==> src/rtl/irpw_pkg.sv <==
package irpw_pkg;
    localparam int ADDR_W         = 8;
    localparam int DATA_W         = 32;
    localparam int SLOT_W         = 8;
    localparam int SLOTS_PER_WORD = DATA_W / SLOT_W;
    localparam int CNT_W          = 16;
    localparam int DG_W           = 5;
    localparam int TO_W           = 7;

    localparam logic [ADDR_W-1:0] A_CONTROL = 8'h00;
    localparam logic [ADDR_W-1:0] A_TICKDIV = 8'h04;
    localparam logic [ADDR_W-1:0] A_FILTER  = 8'h08;
    localparam logic [ADDR_W-1:0] A_IRQEN   = 8'h0C;
    localparam logic [ADDR_W-1:0] A_RESTART = 8'h10;
    localparam logic [ADDR_W-1:0] A_STATUS  = 8'h14;
    localparam logic [ADDR_W-1:0] A_CAPTURE = 8'h40;

    localparam int B_RX_EN = 0;
    localparam int B_PW_EN = 13;
    localparam int B_TO_LO = 16;
    localparam int B_DG_LO = 8;

    localparam logic [TO_W-1:0] TO_RESET = 7'd3;
    localparam logic [DG_W-1:0] DG_RESET = 5'd1;

    typedef enum logic [1:0] {
        CAP_IDLE,
        CAP_RUN,
        CAP_FULL,
        CAP_DONE
    } cap_state_e;

    typedef struct packed {
        logic [TO_W-1:0] timeout;
        logic            pw_en;
        logic            rx_en;
    } ctrl_t;

    // filtered sample stream, one update per tick
    typedef struct packed {
        logic tick;
        logic mark;
        logic toggled;
    } samp_t;

    function automatic logic [SLOT_W-1:0] clamp_width(input logic [CNT_W-1:0] w);
        if (w > CNT_W'({SLOT_W{1'b1}}))
            return {SLOT_W{1'b1}};
        return w[SLOT_W-1:0];
    endfunction
endpackage

==> src/rtl/irpw_tick.sv <==
module irpw_tick #(
    parameter int DIV_W = 32
) (
    input  logic             clk,
    input  logic             rst,
    input  logic             enable,
    input  logic [DIV_W-1:0] divisor,
    output logic             tick
);
    logic [DIV_W-1:0] cnt;

    always_ff @(posedge clk) begin
        if (rst || !enable) begin
            cnt  <= '0;
            tick <= 1'b0;
        end else if (cnt >= divisor) begin
            cnt  <= '0;
            tick <= 1'b1;
        end else begin
            cnt  <= cnt + DIV_W'(1);
            tick <= 1'b0;
        end
    end
endmodule

==> src/rtl/irpw_filter.sv <==
module irpw_filter
    import irpw_pkg::*;
(
    input  logic            clk,
    input  logic            rst,
    input  logic            rx_n,
    input  logic            tick,
    input  logic [DG_W-1:0] min_run,
    output samp_t           samp
);
    logic            sync1, sync2;
    logic [DG_W-1:0] run;
    logic [DG_W-1:0] need;
    logic [DG_W:0]   run_nx;

    assign need   = (min_run == '0) ? DG_W'(1) : min_run;
    assign run_nx = {1'b0, run} + (DG_W+1)'(1);

    always_ff @(posedge clk) begin
        if (rst) begin
            sync1 <= 1'b0;
            sync2 <= 1'b0;
        end else begin
            sync1 <= ~rx_n;
            sync2 <= sync1;
        end
    end

    always_ff @(posedge clk) begin
        if (rst) begin
            run  <= '0;
            samp <= '0;
        end else begin
            samp.tick    <= tick;
            samp.toggled <= 1'b0;
            if (tick) begin
                if (sync2 != samp.mark) begin
                    if (run_nx >= {1'b0, need}) begin
                        samp.mark    <= sync2;
                        samp.toggled <= 1'b1;
                        run          <= '0;
                    end else begin
                        run <= run_nx[DG_W-1:0];
                    end
                end else begin
                    run <= '0;
                end
            end
        end
    end
endmodule

==> src/rtl/irpw_engine.sv <==
module irpw_engine
    import irpw_pkg::*;
#(
    parameter int SLOTS = 68
) (
    input  logic                         clk,
    input  logic                         rst,
    input  logic                         restart,
    input  samp_t                        samp,
    input  logic [CNT_W-1:0]             gap_limit,
    output logic                         done,
    output cap_state_e                   state,
    output logic [SLOTS-1:0][SLOT_W-1:0] slots
);
    localparam int IDX_W = $clog2(SLOTS);

    logic [CNT_W-1:0] wcnt;
    logic [CNT_W-1:0] wnext;
    logic [IDX_W-1:0] idx;

    assign wnext = (wcnt == '1) ? wcnt : wcnt + CNT_W'(1);

    always_ff @(posedge clk) begin
        if (rst || restart) begin
            state <= CAP_IDLE;
            wcnt  <= '0;
            idx   <= '0;
            slots <= '0;
            done  <= 1'b0;
        end else begin
            done <= 1'b0;
            if (samp.tick) begin
                unique case (state)
                    CAP_IDLE: begin
                        if (samp.toggled && samp.mark) begin
                            state <= CAP_RUN;
                            wcnt  <= CNT_W'(1);
                            idx   <= '0;
                        end
                    end
                    CAP_RUN, CAP_FULL: begin
                        if (samp.toggled) begin
                            if (state == CAP_RUN) begin
                                slots[idx] <= clamp_width(wcnt);
                                if (idx == IDX_W'(SLOTS - 1))
                                    state <= CAP_FULL;
                                else
                                    idx <= idx + IDX_W'(1);
                            end
                            wcnt <= CNT_W'(1);
                        end else begin
                            wcnt <= wnext;
                            if (!samp.mark && (wnext > gap_limit)) begin
                                state <= CAP_DONE;
                                done  <= 1'b1;
                            end
                        end
                    end
                    default: ;
                endcase
            end
        end
    end
endmodule

==> src/rtl/irpw_capture.sv <==
module irpw_capture
    import irpw_pkg::*;
#(
    parameter int                 NUM_WORDS     = 17,
    parameter int                 GAP_UNIT      = 32,
    parameter logic [DATA_W-1:0]  TICKDIV_RESET = 32'd2299
) (
    input  logic              clk,
    input  logic              rst,
    input  logic              reg_we,
    input  logic [ADDR_W-1:0] reg_addr,
    input  logic [DATA_W-1:0] reg_wdata,
    output logic [DATA_W-1:0] reg_rdata,
    input  logic              ir_rx_n,
    output logic              irq
);
    localparam int SLOTS = NUM_WORDS * SLOTS_PER_WORD;
    localparam int WIX_W = ADDR_W - 2;

    ctrl_t                        ctrl;
    logic [DATA_W-1:0]            tick_div;
    logic [DG_W-1:0]              dg_cnt;
    logic                         irq_en;
    logic                         irq_stat;
    logic                         run_en;
    logic                         tick_raw;
    logic                         restart_p;
    logic                         ack_p;
    logic                         done_p;
    logic [CNT_W-1:0]             gap_limit;
    samp_t                        samp;
    cap_state_e                   cap_st;
    logic [SLOTS-1:0][SLOT_W-1:0] slots;
    logic [ADDR_W-1:0]            woff;
    logic [WIX_W-1:0]             widx;
    int                           sbase;

    assign run_en    = ctrl.rx_en & ctrl.pw_en;
    assign restart_p = reg_we && (reg_addr == A_RESTART) && reg_wdata[0];
    assign ack_p     = reg_we && (reg_addr == A_STATUS) && reg_wdata[0];
    assign gap_limit = CNT_W'(ctrl.timeout) * CNT_W'(GAP_UNIT);
    assign irq       = irq_stat & irq_en;

    always_ff @(posedge clk) begin
        if (rst) begin
            ctrl.timeout <= TO_RESET;
            ctrl.pw_en   <= 1'b0;
            ctrl.rx_en   <= 1'b0;
            tick_div     <= TICKDIV_RESET;
            dg_cnt       <= DG_RESET;
            irq_en       <= 1'b0;
            irq_stat     <= 1'b0;
        end else begin
            if (reg_we) begin
                case (reg_addr)
                    A_CONTROL: begin
                        ctrl.timeout <= reg_wdata[B_TO_LO +: TO_W];
                        ctrl.pw_en   <= reg_wdata[B_PW_EN];
                        ctrl.rx_en   <= reg_wdata[B_RX_EN];
                    end
                    A_TICKDIV: tick_div <= reg_wdata;
                    A_FILTER:  dg_cnt   <= reg_wdata[B_DG_LO +: DG_W];
                    A_IRQEN:   irq_en   <= reg_wdata[0];
                    default: ;
                endcase
            end
            if (done_p)
                irq_stat <= 1'b1;
            else if (ack_p)
                irq_stat <= 1'b0;
        end
    end

    assign woff = reg_addr - A_CAPTURE;
    assign widx = woff[ADDR_W-1:2];

    always_comb begin
        reg_rdata = '0;
        sbase     = int'(widx) * SLOTS_PER_WORD;
        if (reg_addr == A_CONTROL) begin
            reg_rdata[B_RX_EN]            = ctrl.rx_en;
            reg_rdata[B_PW_EN]            = ctrl.pw_en;
            reg_rdata[B_TO_LO +: TO_W]    = ctrl.timeout;
        end else if (reg_addr == A_TICKDIV) begin
            reg_rdata = tick_div;
        end else if (reg_addr == A_FILTER) begin
            reg_rdata[B_DG_LO +: DG_W] = dg_cnt;
        end else if (reg_addr == A_IRQEN) begin
            reg_rdata[0] = irq_en;
        end else if (reg_addr == A_STATUS) begin
            reg_rdata[0] = irq_stat;
        end else if ((reg_addr >= A_CAPTURE) && (woff[1:0] == 2'b00)
                     && (widx < WIX_W'(NUM_WORDS))) begin
            for (int k = 0; k < SLOTS_PER_WORD; k++) begin
                if (sbase + k < SLOTS)
                    reg_rdata[SLOT_W*k +: SLOT_W] = slots[sbase + k];
            end
        end
    end

    irpw_tick #(.DIV_W(DATA_W)) u_tick (
        .clk     (clk),
        .rst     (rst),
        .enable  (run_en),
        .divisor (tick_div),
        .tick    (tick_raw)
    );

    irpw_filter u_filter (
        .clk     (clk),
        .rst     (rst),
        .rx_n    (ir_rx_n),
        .tick    (tick_raw),
        .min_run (dg_cnt),
        .samp    (samp)
    );

    irpw_engine #(.SLOTS(SLOTS)) u_engine (
        .clk       (clk),
        .rst       (rst),
        .restart   (restart_p),
        .samp      (samp),
        .gap_limit (gap_limit),
        .done      (done_p),
        .state     (cap_st),
        .slots     (slots)
    );
endmodule

==> config.mk <==
export PLATFORM = sky130hd
export DESIGN_NAME = irpw_capture
export DESIGN_NICKNAME = d
export VERILOG_FILES = /design/src/rtl/irpw_pkg.sv /design/src/rtl/irpw_tick.sv /design/src/rtl/irpw_filter.sv /design/src/rtl/irpw_engine.sv /design/src/rtl/irpw_capture.sv
export SDC_FILE = /design/constraint.sdc
export NUM_CORES = 1
export LEC_CHECK = 0
export BUFFER_PORTS_ARGS = -buffer_cell sky130_fd_sc_hd__buf_2
export CAP_MARGIN = 20
export CELL_PAD_IN_SITES_DETAIL_PLACEMENT = 1
export CELL_PAD_IN_SITES_GLOBAL_PLACEMENT = 2
export CORE_AREA = 3 3 277 279
export DETAILED_ROUTE_END_ITERATION = 6
export DIE_AREA = 0 0 280 282
export PLACE_DENSITY_LB_ADDON = 0.1
export SYNTH_ARGS = -nofsm -noshare
export SYNTH_HDL_FRONTEND = slang
export SYNTH_HIERARCHICAL = 1
export SYNTH_SLANG_ARGS = --single-unit
==> constraint.sdc <==
create_clock -name clk -period 3.4 [get_ports clk]
set_clock_uncertainty 0.1 [all_clocks]
set_input_delay 0.17 -clock clk [delete_from_list [all_inputs] [get_ports clk]]
set_output_delay 0.17 -clock clk [all_outputs]
set_load 0.01 [all_outputs]
==> flow_summary.html <==
<table>
<tr><th>Metric</th><th>Value</th></tr>
<tr><th colspan="2">Min path</th></tr>
<tr><td>Hold depth</td><td>4</td></tr>
<tr><td>Min-delay src</td><td>reg_addr[4]</td></tr>
<tr><td>Hold Path Sink</td><td>irq_stat</td></tr>
<tr><td>Hold/Removal Path Class</td><td>in -&gt; reg</td></tr>
<tr><th colspan="2">Run</th></tr>
<tr><td>Max_cap viols</td><td>0</td></tr>
<tr><th colspan="2">GRT</th></tr>
<tr><td>Total routing usage reported by global routing</td><td>24.7%</td></tr>
<tr><td>Overflow left after global routing</td><td>0</td></tr>
<tr><td>Wire length of the first global-routing pass</td><td>153,000 microns</td></tr>
<tr><td>Number of global-route vias before repair</td><td>about 25,000</td></tr>
<tr><td>Number of antenna violations at the first check in global routing</td><td>2</td></tr>
<tr><td>Maximum number of pins on one net before global-route repair</td><td>between 100 and 150</td></tr>
<tr><th colspan="2">Critical path</th></tr>
<tr><td>Worst path max stage delay</td><td>approximately 0.54 ns</td></tr>
<tr><td>Number of cells on the worst reg-to-reg path</td><td>11</td></tr>
<tr><td>Required arrival time at the worst endpoint</td><td>3.80 ns</td></tr>
<tr><td>Element type at the critical path end</td><td>register</td></tr>
<tr><td>R2r endpoint</td><td>u_engine/state[0]</td></tr>
<tr><td>Reg2Reg Setup Slack</td><td>about 0.25 ns</td></tr>
<tr><td>Startpoint of the most critical register-to-register path</td><td>u_engine/wcnt[10]</td></tr>
<tr><td>Startpoint types</td><td>register</td></tr>
<tr><td>Critical path start-end classification</td><td>reg -&gt; reg</td></tr>
<tr><td>Crit path max-delay cell type</td><td>or4_1</td></tr>
<tr><td>Highest net fanout along the worst path</td><td>7</td></tr>
<tr><td>Data arrival time of the critical path</td><td>between 3 and 4 ns</td></tr>
<tr><td>Cell Chain, Critical Path</td><td>nand3_2 &gt; or4_1 &gt; buf_4 &gt; nand4b_1 &gt; xnor2_1 &gt; ha_1 &gt; nand4_1 &gt; nor2_1 &gt; a221o_1 &gt; a211oi_2 &gt; o22ai_1</td></tr>
<tr><th colspan="2">Clock tree</th></tr>
<tr><td>Clock tree root driver cell</td><td>clkbuf_16</td></tr>
<tr><td>Max Root-Sink Buffers</td><td>3</td></tr>
<tr><td>Clock buffers created by TritonCTS</td><td>77</td></tr>
<tr><td>Clock transition at the registers of the reported paths</td><td>0.06 ns</td></tr>
<tr><td>Clock Latency Late Sink</td><td>around 0.63 ns</td></tr>
<tr><td>Number of sinks driven by the clock tree</td><td>approximately 660</td></tr>
<tr><td>Level count of the clock H-tree</td><td>3</td></tr>
<tr><td>CTS tree</td><td>done</td></tr>
<tr><th colspan="2">STA</th></tr>
<tr><td>Worst relative slew slack</td><td>a little under a third</td></tr>
<tr><td>Share of the cycle needed by the critical path after routing</td><td>92.8%</td></tr>
<tr><td>Max-slew violations</td><td>0</td></tr>
<tr><td>Total Negative Setup Slacks</td><td>0 ns</td></tr>
<tr><td>Worst-case setup margin in the final layout</td><td>roughly 0.25 ns</td></tr>
<tr><td>Highest attainable clock frequency</td><td>roughly 320 MHz</td></tr>
<tr><td>Number of setup violations in the final report</td><td>0</td></tr>
<tr><td>Number of hold violations in the final report</td><td>0</td></tr>
<tr><td>Actual slew at the worst max-slew pin</td><td>between 1 and 1.5 ns</td></tr>
<tr><td>Min Clock Period, post-route</td><td>about 3.2 ns</td></tr>
<tr><th colspan="2">Synthesis</th></tr>
<tr><td>Number of enable flip-flop cells after synthesis</td><td>0</td></tr>
<tr><td>Synthesized cell area</td><td>0.0304 sq mm</td></tr>
<tr><td>Ys flop type</td><td>dfxtp_1</td></tr>
<tr><td>Number of warning messages in the yosys log</td><td>6</td></tr>
<tr><td>Flip-flop and latch count after synthesis</td><td>about 660</td></tr>
<tr><td>FFs w/ async S/R, synth</td><td>0%</td></tr>
<tr><td>Number of distinct library cell variants in the gate-level netlist after synthesis</td><td>76</td></tr>
<tr><td>Sequential cell area fraction in the yosys report</td><td>a little over two fifths</td></tr>
<tr><td>Gate count of the mapped netlist</td><td>roughly 3,200</td></tr>
<tr><td>Post-synthesis area per instance</td><td>~9.5 sq um</td></tr>
<tr><th colspan="2">Drt</th></tr>
<tr><td>Iter 0 DRT Violations</td><td>approximately 1,300</td></tr>
<tr><td>Total number of vias</td><td>roughly 24,000</td></tr>
<tr><td>Total wire length after detailed routing</td><td>between 90,000 and 100,000 microns</td></tr>
<tr><td>Detailed-route DRC error count</td><td>0</td></tr>
<tr><td>Mean routed wirelength per cell</td><td>around 23 microns</td></tr>
<tr><td>Remaining antenna violation count after routing</td><td>0</td></tr>
<tr><td>Drt first pass iters</td><td>5</td></tr>
<tr><td>Vias per inst</td><td>between 5 and 6</td></tr>
<tr><th colspan="2">Finish</th></tr>
<tr><td>Area Overhead vs Synth</td><td>13.5%</td></tr>
<tr><td>Fraction of final layout cells sized beyond drive strength 1</td><td>16.1%</td></tr>
<tr><td>Total area of multi-input combinational cells</td><td>roughly 0.016 sq mm</td></tr>
<tr><td>Nets</td><td>roughly 3,300</td></tr>
<tr><td>Utilization after layout</td><td>~46%</td></tr>
<tr><td>Storage element area</td><td>roughly 0.013 sq mm</td></tr>
<tr><td># fillers</td><td>a little over 8,000</td></tr>
<tr><td>Count of non-filler cells in the finished layout</td><td>roughly 4,200</td></tr>
<tr><th colspan="2">Power and ir drop</th></tr>
<tr><td>Leakage power total</td><td>0.0112 uW</td></tr>
<tr><td>VDD IR max</td><td>0.000386 V</td></tr>
<tr><td>Cell area power density</td><td>479 mW/mm^2</td></tr>
<tr><th colspan="2">Floorplanning</th></tr>
<tr><td>Die span in y</td><td>approximately 280 microns</td></tr>
<tr><td>Die area</td><td>roughly 0.08 sq mm</td></tr>
<tr><td>Core region area</td><td>roughly 0.074 sq mm</td></tr>
<tr><td>Number of standard-cell rows in the floorplan</td><td>100</td></tr>
<tr><td>Total I/O pin count</td><td>77</td></tr>
<tr><td>Die W</td><td>280 microns</td></tr>
<tr><td>Starting density of the core</td><td>40.8%</td></tr>
<tr><th colspan="2">Place</th></tr>
<tr><td>Placer Congestion</td><td>~0.85</td></tr>
<tr><td>Count of port buffers added during placement</td><td>76</td></tr>
<tr><td>Setup Slack @ Placement</td><td>approximately 0.21 ns</td></tr>
<tr><td>DP HPWL</td><td>~65,000 microns</td></tr>
<tr><td>Instance count after placement with tap cells included</td><td>4,054</td></tr>
<tr><th colspan="2">Status</th></tr>
<tr><td>Run status</td><td>finished, final reports clean</td></tr>
</table>
-- area by class of cell --
cell class	count	area share [%]
multi-input cells	2179	45.2
flip-flops and latches	661	38.4
clock buffers	109	6.46
repair buffers	207	4.85
well taps	969	3.52
inverters	75	0.816
clock inverters	24	0.773
diodes	1	0.00726
-- where the power goes --
group	internal, uW	leakage, uW	total (uW)	switching [uW]
Sequential	7750	0.00532	7750	1.59
Clock	4810	0.00124	8210	3400
Combinational	194	0.00468	566	372
-- flip-flops by register name (all words and copies together) (netlist names), 5 cells and up --
signal	count
u_engine/wcnt	16
tick_div	32
u_tick/cnt	32
u_engine/idx	7
u_engine/slots	544
dg_cnt	5
ctrl	9
u_filter/run	5
-- stage by stage --
| step | area, sq um | hold WS (ns) | total power (uW) |
|---|---|---|---|
| 3_3_place_gp | 31600 | 0.255 | 8450 |
| 2_1_floorplan | 30400 | 0.142 | 8250 |
| 4_1_cts | 34500 | 0.0628 | 16700 |
| 5_1_grt | 34500 | 0.105 | 17100 |
| 6_report | 34500 | 0.0901 | 16500 |
| 3_5_place_dp | 31600 | 0.254 | 8450 |
-- critical path: cells and delay by family (launching register included) --
family	cells	cell delay (ns)
AND/OR/NAND/NOR	5	1.16
AO/OA/AOI/OAI	3	0.69
flip-flops	1	0.46
adder cells (fa/ha/maj)	1	0.27
buffers and inverters	1	0.19
XOR/XNOR	1	0.15
-- worst max-delay path by stage --
stage                        end  slack [ns]               from  cells after the start
2_1_floorplan  u_engine/state[0]        0.35   u_engine/wcnt[2]                     12
5_1_grt        u_engine/state[0]       -0.02  u_engine/wcnt[10]                     11
6_report       u_engine/state[0]        0.25  u_engine/wcnt[10]                     11
3_3_place_gp   u_engine/state[1]        0.29   u_engine/wcnt[9]                     12
4_1_cts        u_engine/state[0]        0.17  u_engine/wcnt[10]                     11
3_5_place_dp   u_engine/state[0]        0.21  u_engine/wcnt[10]                     11
-- what timing repair did --
action / CTS / global route
setup buffers: 0 / 0
endpoints found under the setup margin: 0 / 3
endpoints found under the hold margin: 53 / 0
hold buffers: 37 / 0
gates resized for setup: 0 / 5
-- Yosys cell counts, types with 16 or more instances --
cell type    n  share of area, %
nor2_1     646               8.0
inv_1       75              0.93
nor2_4      58               2.1
a21oi_1     87               1.4
dfxtp_1    661                44
buf_2       78               1.3
mux4_2     116               8.6
nor3_1      17              0.28
xnor2_1     20              0.58
xor2_1      27              0.78
nand3_1     34              0.56
nand2b_1    18              0.37
nor2b_1     20              0.41
ha_1        63               2.6
buf_4       59               1.5
nand2_1    140               1.7
clkbuf_1   132               1.6
a22oi_1     16              0.40
a211oi_1   572                14
nand4_1     25              0.51
o21ai_0     22              0.36
mux2i_1     63               2.1
-- placed cells by master (no fill, tap or decap), types with 18 or more instances in the layout --
cell | netlist | layout
dfxtp_1 | 661 | 661
nand4_1 | 25 | 25
xor2_1 | 27 | 27
clkbuf_16 | 0 | 77
dlygate4sd3_1 | 0 | 37
nor2_4 | 58 | 66
o21ai_0 | 22 | 22
ha_1 | 63 | 63
nor2b_1 | 20 | 20
buf_2 | 78 | 73
nand2b_1 | 18 | 18
inv_1 | 75 | 75
mux4_2 | 116 | 116
xnor2_1 | 20 | 20
buf_4 | 59 | 80
nand2_1 | 140 | 140
clkbuf_8 | 0 | 18
a211oi_1 | 572 | 571
nor2_1 | 646 | 638
mux2i_1 | 63 | 63
a21oi_1 | 87 | 87
nand3_1 | 34 | 33
-- cell families (layout without fill, tap and decap cells) --
group           after synthesis  count (layout)  share of synthesized area [%]
flops                       661             661                           43.5
mux                         187             187                           11.0
simple gates               1071            1071                           16.8
compound gates              802             802                           19.2
other cells                   1              10                         0.0123
xor+xnor                     47              47                           1.35
buf+inv                     355             415                           5.58
fa+ha+maj                    63              63                           2.59
-- layer usage --
layer | wire length (microns) | GRT usage [%] | vias to the layer above
met5 | 0 | 0 | -
met4 | 1730 | 5.20 | 0
met3 | 3430 | 3.02 | 110
met2 | 46300 | 41.2 | 405
met1 | 46300 | 34.4 | 12300
li1 | - | - | 11600
Power figures use the tool's default switching activity.
